$ cat src/rtl/os_pkg.sv
package os_pkg;

    // Synchronised input levels seen by the trigger qualifier.
    typedef struct packed {
        logic a;   // falling-edge trigger input, synchronised
        logic b;   // rising-edge trigger input, synchronised
        logic ok;  // clear released and synchronised
    } os_lvl_t;

    // Bits needed to hold values 0..n, never less than one.
    function automatic int cnt_bits(input int n);
        return (n < 1) ? 1 : $clog2(n + 1);
    endfunction

endpackage

$ cat src/rtl/os_sync.sv
module os_sync #(
    parameter int WIDTH  = 2,
    parameter int STAGES = 2
) (
    input  logic             clk,
    input  logic             rst_n,
    input  logic [WIDTH-1:0] d_i,
    output logic [WIDTH-1:0] q_o
);
    logic [WIDTH-1:0] stage_q [STAGES];

    for (genvar g = 0; g < STAGES; g++) begin : g_stage
        logic [WIDTH-1:0] stage_d;
        if (g == 0) begin : g_first
            assign stage_d = d_i;
        end else begin : g_next
            assign stage_d = stage_q[g-1];
        end
        always_ff @(posedge clk or negedge rst_n) begin
            if (!rst_n) stage_q[g] <= '0;
            else        stage_q[g] <= stage_d;
        end
    end

    assign q_o = stage_q[STAGES-1];
endmodule

$ cat src/rtl/os_clr_sync.sv
module os_clr_sync (
    input  logic clk,
    input  logic rst_n,
    input  logic clr_n_i,
    output logic ok_o
);
    typedef struct packed {
        logic meta;
        logic ok;
    } clr_st_t;

    clr_st_t st_d, st_q;
    logic    arst_n;

    assign arst_n = rst_n & clr_n_i;

    always_comb begin
        st_d.meta = 1'b1;
        st_d.ok   = st_q.meta;
    end

    always_ff @(posedge clk or negedge arst_n) begin
        if (!arst_n) st_q <= '0;
        else         st_q <= st_d;
    end

    assign ok_o = st_q.ok;
endmodule

$ cat src/rtl/os_qualify.sv
module os_qualify
    import os_pkg::*;
#(
    parameter int RETRIG_GAP  = 2,
    parameter int CLR_RECOVER = 2
) (
    input  logic    clk,
    input  logic    rst_n,
    input  os_lvl_t lvl_i,
    output logic    acc_o
);
    localparam int RW = cnt_bits(CLR_RECOVER);
    localparam int GW = cnt_bits(RETRIG_GAP);

    typedef struct packed {
        logic          a_prev;
        logic          b_prev;
        logic [RW-1:0] rec;
        logic [GW-1:0] gap;
    } q_st_t;

    q_st_t st_d, st_q;
    logic  fall_seen, rise_seen, open_win;

    always_comb begin
        st_d      = st_q;
        fall_seen = st_q.a_prev & ~lvl_i.a & lvl_i.b;
        rise_seen = ~st_q.b_prev & lvl_i.b & ~lvl_i.a;
        open_win  = lvl_i.ok && (st_q.rec == '0) && (st_q.gap == '0);
        acc_o     = open_win && (fall_seen || rise_seen);

        st_d.a_prev = lvl_i.a;
        st_d.b_prev = lvl_i.b;

        if (!lvl_i.ok)             st_d.rec = RW'(CLR_RECOVER);
        else if (st_q.rec != '0)   st_d.rec = st_q.rec - 1'b1;

        if (acc_o)                 st_d.gap = GW'(RETRIG_GAP);
        else if (st_q.gap != '0)   st_d.gap = st_q.gap - 1'b1;
    end

    always_ff @(posedge clk or negedge rst_n) begin
        if (!rst_n) begin
            st_q.a_prev <= 1'b0;
            st_q.b_prev <= 1'b0;
            st_q.rec    <= RW'(CLR_RECOVER);
            st_q.gap    <= '0;
        end else begin
            st_q <= st_d;
        end
    end
endmodule

$ cat src/rtl/os_pulse.sv
module os_pulse
    import os_pkg::*;
#(
    parameter int PULSE_LEN = 16
) (
    input  logic clk,
    input  logic rst_n,
    input  logic ok_i,
    input  logic acc_i,
    output logic on_o
);
    localparam int CW = cnt_bits(PULSE_LEN - 1);

    typedef struct packed {
        logic          on;
        logic [CW-1:0] cnt;
    } p_st_t;

    p_st_t st_d, st_q;

    always_comb begin
        st_d = st_q;
        if (!ok_i) begin
            st_d.on  = 1'b0;
            st_d.cnt = '0;
        end else if (acc_i) begin
            st_d.on  = 1'b1;
            st_d.cnt = CW'(PULSE_LEN - 1);
        end else if (st_q.on) begin
            if (st_q.cnt != '0) st_d.cnt = st_q.cnt - 1'b1;
            else                st_d.on  = 1'b0;
        end
    end

    always_ff @(posedge clk or negedge rst_n) begin
        if (!rst_n) st_q <= '0;
        else        st_q <= st_d;
    end

    assign on_o = st_q.on;
endmodule

$ cat src/rtl/retrig_oneshot.sv
module retrig_oneshot
    import os_pkg::*;
#(
    parameter int PULSE_LEN   = 16,
    parameter int RETRIG_GAP  = 2,
    parameter int CLR_RECOVER = 2
) (
    input  logic clk,
    input  logic rst_n,
    input  logic fall_trig_i,
    input  logic rise_trig_i,
    input  logic clr_n_i,
    output logic q_o,
    output logic qn_o
);
    logic [1:0] trig_s;
    logic       clr_ok;
    logic       trig_acc;
    logic       pulse_on;
    os_lvl_t    lvl;

    os_sync #(.WIDTH(2), .STAGES(2)) u_sync (
        .clk   (clk),
        .rst_n (rst_n),
        .d_i   ({fall_trig_i, rise_trig_i}),
        .q_o   (trig_s)
    );

    os_clr_sync u_clr (
        .clk     (clk),
        .rst_n   (rst_n),
        .clr_n_i (clr_n_i),
        .ok_o    (clr_ok)
    );

    assign lvl.a  = trig_s[1];
    assign lvl.b  = trig_s[0];
    assign lvl.ok = clr_ok;

    os_qualify #(.RETRIG_GAP(RETRIG_GAP), .CLR_RECOVER(CLR_RECOVER)) u_qual (
        .clk   (clk),
        .rst_n (rst_n),
        .lvl_i (lvl),
        .acc_o (trig_acc)
    );

    os_pulse #(.PULSE_LEN(PULSE_LEN)) u_pulse (
        .clk   (clk),
        .rst_n (rst_n),
        .ok_i  (clr_ok),
        .acc_i (trig_acc),
        .on_o  (pulse_on)
    );

    assign q_o  = pulse_on & clr_ok;
    assign qn_o = ~q_o;
endmodule

$ cat config.mk
export PLATFORM = sky130hd
export DESIGN_NAME = retrig_oneshot
export DESIGN_NICKNAME = d
export VERILOG_FILES = /design/src/rtl/os_pkg.sv /design/src/rtl/os_sync.sv /design/src/rtl/os_clr_sync.sv /design/src/rtl/os_qualify.sv /design/src/rtl/os_pulse.sv /design/src/rtl/retrig_oneshot.sv
export SDC_FILE = /design/constraint.sdc
export NUM_CORES = 1
export LEC_CHECK = 0
export BUFFER_PORTS_ARGS = -buffer_cell sky130_fd_sc_hd__buf_2
export CELL_PAD_IN_SITES_DETAIL_PLACEMENT = 0
export CELL_PAD_IN_SITES_GLOBAL_PLACEMENT = 1
export CORE_MARGIN = 4
export CORE_UTILIZATION = 40
export DETAILED_ROUTE_END_ITERATION = 7
export GPL_TIMING_DRIVEN = 0
export PLACE_DENSITY_LB_ADDON = 0.08
export SLEW_MARGIN = 25
export SYNTH_ARGS = -nofsm -noshare
export SYNTH_HDL_FRONTEND = slang
export SYNTH_HIERARCHICAL = 1
export SYNTH_SLANG_ARGS = --single-unit
$ cat constraint.sdc
create_clock -name clk -period 1.9 [get_ports clk]
set_clock_uncertainty 0.2 [all_clocks]
set_input_delay 0.38 -clock clk [delete_from_list [all_inputs] [get_ports clk]]
set_output_delay 0.38 -clock clk [all_outputs]
set_load 0.01 [all_outputs]
==> results.yml <==
routing:
  vias: 467
  ant_nets: 0
  drt_iter0_drc: 0
  wl_per_cell_um: 11.2
  drt_wl_total_mm: 1.11
  drc: 0
  drt-pass1-iter-count: 1
  viasPerCell: 4.72
cells_and_area:
  antennaDiodeCount: 0
  syn2layout_area_growth_pct: 22.7
  nNetsFinal: 84
  nFillCells: 159
  fin_area_um2: 900
  drive_gt1_frac: 0.257
cts:
  cts_tree: "yes"
  clk_pin_slew_worst_paths_ns: 0.10
  cts_setup_buffers: 0
  numCtsBuffers: 3
  cts.sinks: 17
  clkLatencyLatePin_ns: 0.29
  h-tree-depth: 1
  cts_buffer_depth: 2
  cts_root_buf: "clkbuf_4"
setup_path:
  critPathLaunchType: "flip-flop"
  cp_data_required_time_ns: 1.88
  path_class: "reg -> reg"
  worst-path-max-fanout: 4
  worst_setup_path_end_kind: "flip-flop"
  arrival_ns: 1.83
yosys:
  synth.distinct_cells: 26
  synth_mux_area_frac: 0.0273
  synth_top_family_by_area: "simple AND/OR/NAND/NOR gates"
  synth_top_area_share: 0.546
  synth_common_cells: "dfrtp_1 (16), inv_1 (6), and2_1 (4), ha_1 (4), nand2_1 (4)"
  syn_area_um2: 733
  synthAdderAreaFrac: 0.0683
  synthFlopType: "dfrtp_1"
  synth-xor-area-share: 0.0119
  yosysWarnings: 6
  synth.avg_cell_area_um2: 12.2
  synth.net_count: 69
  yosys-top-cells-area: "dfrtp_1 (55%), ha_1 (6.8%), dfstp_2 (3.6%), and2_1 (3.4%), inv_1 (3.1%)"
  syn-instance-count: 60
  synth_edf_count: 0
  synth_compound_area_frac: 0.106
  yosysTopAreaCell: "dfrtp_1"
  synth_seq_cells: 17
  async_flop_share: 1.00
  yosysSeqAreaShare: 0.582
  synthSimpleGateAreaFrac: 0.169
  synth_most_common_cell: "dfrtp_1"
power_and_ir_drop:
  irDropWorstVdd_uv: 698
  power_mw: 0.885
  p_leak_nw: 0.434
  p_per_area_nw_per_um2: 984
global_routing:
  grt_max_degree: 17
  grt_pass1_vias: 467
  grt_pass1_wl_mm: 1.96
  grt_usage: 0.105
  grt-ovfl-total: 0
  antenna_found_initial: 0
placement:
  placed_area_um2: 795
  gp_congestion: 0.725
  dp_hpwl_um: 733
  io_buffers: 6
floorplan:
  fp.coreArea_um2: 1730
  dieWidth_um: 50.8
  start_util: 0.425
  die_y_um: 50.8
  io_pins: 7
  die_area_um2: 2580
  rows: 15
job:
  cap_violations: 0
outcome:
  status: "complete, no violations"
timing:
  fmax_mhz: 542
  hold_viol: 0
  setup_violations: 0
  grt_setup_unrepaired: "false"
  period_share: 0.971
  period_minus_slack_ns: 1.85
  slew_viol_final: 0
hold_path:
  hold_path_class: "reg -> reg"
-- layout make-up --
cell class,instances,area (µm²),area share
Clock buffer,3,22.5,0.0250
Clock inverter,1,7.51,0.00834
Inverter,6,22.5,0.0250
Multi-Input combinational cell,37,319,0.355
Sequential cell,17,427,0.474
Tap cell,25,31.3,0.0348
Timing Repair Buffer,10,70.1,0.0779
-- per-layer routing --
| layer | vias up | part of all wire | track usage |
|---|---|---|---|
| met5 | - | 0 | 0 |
| met4 | 0 | 0.014 | 0.0538 |
| met3 | 2 | 0.043 | 0.0350 |
| met2 | 9 | 0.46 | 0.165 |
| met1 | 222 | 0.49 | 0.129 |
| li1 | 234 | - | - |
-- what timing repair did --
item,CTS,global route
endpoints found under the setup margin,5,2
hold buffers,4,0
endpoints found under the hold margin,18,0
pin swaps,0,1
resized for setup,2,6
-- sequential cells by signal (all words and copies together), names as in the netlist --
| register | count |
|---|---|
| u_pulse/on_o | 1 |
| u_sync/g_stage.stage_d | 2 |
| u_clr/st_d | 1 |
| u_sync/q_o | 2 |
| u_qual/st_q | 6 |
| u_clr/ok_o | 1 |
| u_pulse/st_q | 4 |
-- power breakdown --
part           leakage (nW)  internal, mW  switching, mW
Sequential            0.211         0.422         0.0306
Clock                0.0139        0.0800          0.119
Combinational         0.209         0.127          0.107
Total                 0.434         0.629          0.256
-- cell families after synthesis --
| kind of cell | after synthesis |
|---|---|
| AND/OR/NAND/NOR | 19 |
| XOR/XNOR | 1 |
| flip-flops | 17 |
| adder cells (fa/ha/maj) | 4 |
| multiplexers | 2 |
| other | 1 |
| buffers and inverters | 6 |
| AO/OA/AOI/OAI | 10 |
-- path summary, 6_finish.rpt --
| path | startpoint | endpoint | slack [ns] | cells after the start |
|---|---|---|---|---|
| hold / removal | u_sync/g_stage[1].stage_d[0]$_DFF_PN0_ | u_sync/q_o[0]$_DFF_PN0_ | 0.16 | 0 |
| max in group asynchronous | rst_n | u_clr/ok_o$_DFF_PN0_ | 0.78 | 3 |
| hold reg to reg | u_sync/g_stage[1].stage_d[0]$_DFF_PN0_ | u_sync/q_o[0]$_DFF_PN0_ | 0.16 | 0 |
| setup / recovery | u_pulse/st_q[1]$_DFFE_PN0P_ | u_pulse/st_q[1]$_DFFE_PN0P_ | 0.05 | 5 |
| min in group asynchronous | clr_n_i | u_clr/st_d[0]$_DFF_PN0_ | 0.31 | 3 |
| setup reg to reg | u_pulse/st_q[1]$_DFFE_PN0P_ | u_pulse/st_q[1]$_DFFE_PN0P_ | 0.05 | 5 |
-- cell usage in the layout, fill, tap and decap left out, drive strengths merged, types with 2 or more instances in the layout --
cell type and count:
and2 4, buf 6, clkbuf 3, dfrtp 16
dlygate4sd3 4, ha 4, inv 6, mux2i 2
nand2 4, nand4b 2, nor2 2, nor2b 2
o21a 2, o21ai 2, o311a 2
-- worst max-delay path, stage by stage, from the launching register on --
cell	delay [ns]
dfrtp_1	0.41
inv_1	0.08
ha_2	0.18
or3b_4	0.39
and2_1	0.18
o311a_1	0.29
-- per-stage QoR --
stage / setup WS [ns] / setup TNS (ns) / hold WS (ns) / utilization / cells
after global routing: 0.00392 / 0 / 0.172 / 0.521 / 99
after floorplan: 0.0411 / 0 / -0.116 / - / 60
after CTS: 0.00819 / 0 / 0.161 / 0.507 / 99
after detailed placement: -0.325 / -1.19 / 0.0740 / 0.460 / 91
final: 0.0545 / 0 / 0.158 / 0.521 / 99
after global placement: -0.251 / -0.828 / 0.0714 / 0.460 / 91
(Power assumes the default switching activity.)
